[src/rtl/wdt_pkg.sv]
package wdt_pkg;
    typedef enum logic [1:0] {
        WD_OFF  = 2'd0,
        WD_RUN  = 2'd1,
        WD_BITE = 2'd2
    } wd_state_e;

    localparam logic [7:0] WD_DEFAULT_KEY = 8'h5A;
endpackage

[src/rtl/wdt_key_match.sv]
module wdt_key_match #(
    parameter logic [7:0] KEY = 8'h5A
) (
    input  logic       we,
    input  logic [7:0] data,
    output logic       hit
);
    always_comb begin
        hit = we && (data == KEY);
    end
endmodule

[src/rtl/wdt_stage.sv]
module wdt_stage #(
    parameter int DIV = 16
) (
    input  logic clk,
    input  logic rst_n,
    input  logic clr,
    input  logic inc,
    output logic carry
);
    localparam int W = (DIV > 1) ? $clog2(DIV) : 1;
    localparam logic [W-1:0] LAST = W'(DIV - 1);

    logic [W-1:0] cnt;

    always_comb begin
        carry = inc && (cnt == LAST);
    end

    always_ff @(posedge clk or negedge rst_n) begin
        if (!rst_n) begin
            cnt <= '0;
        end else if (clr || carry) begin
            cnt <= '0;
        end else if (inc) begin
            cnt <= cnt + W'(1);
        end
    end
endmodule

[src/rtl/wdt_fsm.sv]
module wdt_fsm
    import wdt_pkg::*;
(
    input  logic      clk,
    input  logic      rst_n,
    input  logic      enable,
    input  logic      bite_req,
    input  logic      flag_clr,
    output wd_state_e state,
    output logic      rst_pulse,
    output logic      flag
);
    wd_state_e next;

    always_comb begin
        next = state;
        unique case (state)
            WD_OFF:  next = enable ? WD_RUN : WD_OFF;
            WD_RUN:  begin
                if (!enable)       next = WD_OFF;
                else if (bite_req) next = WD_BITE;
                else               next = WD_RUN;
            end
            WD_BITE: next = enable ? WD_RUN : WD_OFF;
            default: next = WD_OFF;
        endcase
    end

    always_ff @(posedge clk or negedge rst_n) begin
        if (!rst_n) state <= WD_OFF;
        else        state <= next;
    end

    always_comb begin
        rst_pulse = (state == WD_BITE);
    end

    always_ff @(posedge clk or negedge rst_n) begin
        if (!rst_n) begin
            flag <= 1'b0;
        end else if (state == WD_RUN && enable && bite_req) begin
            flag <= 1'b1;
        end else if (flag_clr) begin
            flag <= 1'b0;
        end
    end
endmodule

[src/rtl/keyed_watchdog.sv]
module keyed_watchdog
    import wdt_pkg::*;
#(
    parameter int         PRE_DIV  = 512,
    parameter int         POST_DIV = 16,
    parameter logic [7:0] KEY      = WD_DEFAULT_KEY
) (
    input  logic       clk,
    input  logic       rst_n,
    input  logic       tick,
    input  logic       enable,
    input  logic       sleep,
    input  logic       kick_we,
    input  logic [7:0] kick_data,
    input  logic       flag_clr,
    output logic       wdt_rst,
    output logic       wdt_flag
);
    localparam int NSTAGE = 2;

    wd_state_e          state;
    logic               key_hit;
    logic               count_clr;
    logic               count_inc;
    logic [NSTAGE:0]    chain;
    logic               bite_req;

    wdt_key_match #(.KEY(KEY)) u_key (
        .we   (kick_we),
        .data (kick_data),
        .hit  (key_hit)
    );

    always_comb begin
        count_inc = tick && !sleep && (state == WD_RUN) && enable;
        count_clr = (state != WD_RUN) || !enable || key_hit;
        chain[0]  = count_inc;
        bite_req  = chain[NSTAGE] && !key_hit;
    end

    for (genvar g = 0; g < NSTAGE; g++) begin : g_stage
        localparam int DIV = (g == 0) ? PRE_DIV : POST_DIV;
        wdt_stage #(.DIV(DIV)) u_stage (
            .clk   (clk),
            .rst_n (rst_n),
            .clr   (count_clr),
            .inc   (chain[g]),
            .carry (chain[g+1])
        );
    end

    wdt_fsm u_fsm (
        .clk       (clk),
        .rst_n     (rst_n),
        .enable    (enable),
        .bite_req  (bite_req),
        .flag_clr  (flag_clr),
        .state     (state),
        .rst_pulse (wdt_rst),
        .flag      (wdt_flag)
    );
endmodule

[config.mk]
export PLATFORM = sky130hd
export DESIGN_NAME = keyed_watchdog
export DESIGN_NICKNAME = d
export VERILOG_FILES = /design/src/rtl/wdt_pkg.sv /design/src/rtl/wdt_key_match.sv /design/src/rtl/wdt_stage.sv /design/src/rtl/wdt_fsm.sv /design/src/rtl/keyed_watchdog.sv
export SDC_FILE = /design/constraint.sdc
export NUM_CORES = 1
export LEC_CHECK = 0
export CORE_UTILIZATION = 30
export CTS_BUF_LIST = sky130_fd_sc_hd__clkbuf_8
export DETAILED_ROUTE_END_ITERATION = 6
export DONT_BUFFER_PORTS = 1
export GPL_TIMING_DRIVEN = 0
export SYNTH_ARGS = -nofsm -noshare
export SYNTH_HDL_FRONTEND = slang
export SYNTH_HIERARCHICAL = 1
export SYNTH_SLANG_ARGS = --single-unit
[constraint.sdc]
create_clock -name clk -period 3.3 [get_ports clk]
set_input_delay 0 -clock clk [delete_from_list [all_inputs] [get_ports clk]]
set_output_delay 0 -clock clk [all_outputs]
set_load 0.05 [all_outputs]
==> metrics.md <==
| Metric | Value |
|---|---|
| Status | `finished clean` |
| DPL Wire Length | `1060 um` |
| Initial antenna violation count | `0` |
| Minimum clock period | `1990 ps` |
| HP Class | `in2reg` |
| Placed cell area | `903 um^2` |
| Mapped Cells | `83` |
| Worst Skew | `2.46 ps` |
| Crit. path cell count | `10` |
| Yosys top cell area share | `46.3%` |
| DRT Pass-1 Iters | `3` |
| Max cap viols | `0` |
| # DRC | `0` |
| Worst relative slew slack | `37.1%` |
| Starting Density | `31.6%` |
| Layout cell share with drive strength beyond 1 | `18.9%` |
| Root buffer cell | `clkbuf_8` |
| Post-synth net total | `101` |
| Die W | `55.7 um` |
| Sequential element share of the synthesized area | `46.3%` |
| Pwr dens | `394 nW/um^2` |
| Crit-path max FO | `7` |
| Cells along the critical path | `ha_1, nand3_1, nor2_1, ha_1, and2_1, inv_1, nor2_1, nor2b_1, and4b_1, a21o_1` |
| CTS Buf Count | `3` |
| CP Capture Type | `flop` |
| Vias in the first global route | `582` |
| Die area | `3100 um^2` |
| Fin Setup TNS | `0 ps` |
| Hold Path Cell Cnt | `3` |
| Synth top area cells | `dfrtp_1, ha_1, nor2_2` |
| Die height | `55.7 um` |
| # port buffers | `0` |
| Final instance area | `988 um^2` |
| Final Hold Violating Endpoints | `0` |
| Hold slack | `136 ps` |
| Slew @ Worst Pin | `941 ps` |
| Total routed wirelength | `1570 um` |
| First-pass GRT wire length | `2680 um` |
| Clock buffer depth | `2` |
| Core area | `2730 um^2` |
| Final period util | `60.4%` |
| CTS H-tree lvls | `1` |
| Initial DRC Count | `21` |
| Clock sink count | `16` |
| CTS tree | `built` |
| Final Setup Violations | `0` |
| Family with the most delay on the worst path | `simple AND/OR/NAND/NOR gates` |
| Post_cts resized | `0` |
| Total gr overflow | `0` |
| Slowest-stage cell, CP | `dfrtp_1` |
| Row count | `19` |
| Top-Level Pins | `17` |
| Worst EP required | `3490 ps` |
| Peak VDD IR | `0.000287 V` |
| Startpoint types | `flop` |
| Final Util | `36.2%` |
| Vias per cell | `5.07` |
| Clock slew at reported path FFs | `60 ps` |
| Static Leakage | `0.406 nW` |
| Slew Limit Fails | `0` |
| DR WL/cell | `13.0 um` |
| RSZ-0062 raised after global routing | `no` |
| Via count | `613` |
| Fillcell total | `263` |
| Total Routing Usage GR | `11.2%` |
| Yosys warns | `6` |
| Setup bufs post-CTS | `0` |
| CP max stage delay | `430 ps` |
| Final net count | `109` |
| Fmax | `502 MHz` |
| Final ANT Viol Nets | `0` |
| Unique cell type count in the Yosys netlist | `30` |
| Synth area leader | `dfrtp_1` |
| Yosys reg bits | `16` |
| Gpl congestion | `0.699` |
| Worst skew pair latency | `250 ps` |
| Total power | `0.390 mW` |
| Crit path buffers/inverters | `1` |
| Diodes inserted | `0` |
| Avg Cell Area, Syn | `10.4 um^2` |
| Layout area overhead | `14.3%` |
| Critical setup path kind | `reg2reg` |
| CP arrival | `2190 ps` |
| Reg2Reg Depth | `10` |
| Largest net degree at the start of global routing | `17` |
| Post-synthesis cell area | `865 um^2` |
final timing paths:
path / from / slack [ps] / to
setup / recovery: g_stage[0].u_stage/cnt[0] / 1310 / u_fsm/flag
hold / removal: enable / 140 / g_stage[1].u_stage/cnt[1]
setup reg to reg: g_stage[0].u_stage/cnt[0] / 1310 / u_fsm/flag
hold reg to reg: g_stage[0].u_stage/cnt[8] / 540 / g_stage[0].u_stage/cnt[8]
max in group asynchronous: rst_n / 2570 / g_stage[0].u_stage/cnt[4]
min in group asynchronous: rst_n / 260 / g_stage[0].u_stage/cnt[8]
synth_stat cells:
library cell  count
a41oi_1           1
and4b_1           1
xnor2_1           1
a21oi_1           2
a21oi_2           3
nand4b_1          1
nor3b_1           1
nor2b_1           2
nand2_1           4
nor4b_2           1
inv_1             2
and4bb_1          1
nand3_1           6
dfrtp_1          16
nor3_1            1
a21o_1            1
nor2_2            6
or2_1             1
and2_1            2
nand4_1           3
nor2_1            5
o21ai_0           4
buf_4             1
or3_1             4
ha_1              3
xor2_1            4
buf_6             1
a31oi_1           1
nand4_2           1
mux2i_1           3
power by group:
part	total, mW	internal (mW)	switching [mW]
Clock	0.175	0.106	0.0688
Combinational	0.0175	0.00722	0.0103
Sequential	0.198	0.197	0.000764
Total	0.390	0.310	0.0798
cells in the final DEF, fill, tap and decap left out, drive strengths merged, types with 2 or more instances in the layout:
master,count
a21oi,5
and2,2
buf,2
clkbuf,4
dfrtp,16
dlygate4sd3,3
ha,3
inv,2
mux2i,3
nand2,4
nand3,6
nand4,4
nor2,11
nor2b,2
o21ai,4
or3,4
xor2,4
area by class of cell:
class	count	area (um^2)	share of cell area [%]
Multi-Input combinational cell	63	438	44.3
Inverter	2	7.51	0.759
Sequential cell	16	400	40.5
Timing Repair Buffer	3	30.0	3.04
Clock buffer	4	55.1	5.57
Buffer	2	18.8	1.90
Tap cell	31	38.8	3.92
timing repair:
action / CTS / global route
hold buffers: 3 / 0
hold endpoints to repair: 19 / 0
setup endpoints to repair: 0 / 0
per-layer routing:
metal	GRT usage (%)	part of all wire (%)	vias to the layer above
met1	14.5	49	287
met2	17.6	46	16
met4	2.14	0	0
met5	0	0	-
met3	4.88	5.0	0
li1	-	-	310
worst reg2reg max path: stages (launching register included):
cell	delay, ps
dfrtp_1	430
ha_1	230
nand3_1	90
nor2_1	100
ha_1	150
and2_1	270
inv_1	90
nor2_1	110
nor2b_1	160
and4b_1	230
a21o_1	90
registers in the layout, indices dropped and copies added, names as in the netlist:
| signal | cells |
|---|---|
| u_fsm/state | 2 |
| u_fsm/flag | 1 |
| g_stage.u_stage/cnt | 13 |
cells by family after synthesis:
group,after synthesis,synth area share (%)
AND/OR/NAND/NOR,40,28.7
flip-flops,16,46.3
AO/OA/AOI/OAI,12,9.12
XOR/XNOR,5,5.06
buffers and inverters,4,3.04
multiplexers,3,3.47
adder cells (fa/ha/maj),3,4.34
stage by stage:
stage | setup WS (ps) | std cells
after CTS | 1280 | 121
final | 1310 | 121
after detailed placement | 1340 | 114
after global routing | 1070 | 121
after global placement | 1380 | 114
after floorplan | 1540 | 83
No activity file was read; power rests on OpenSTA's default activity.
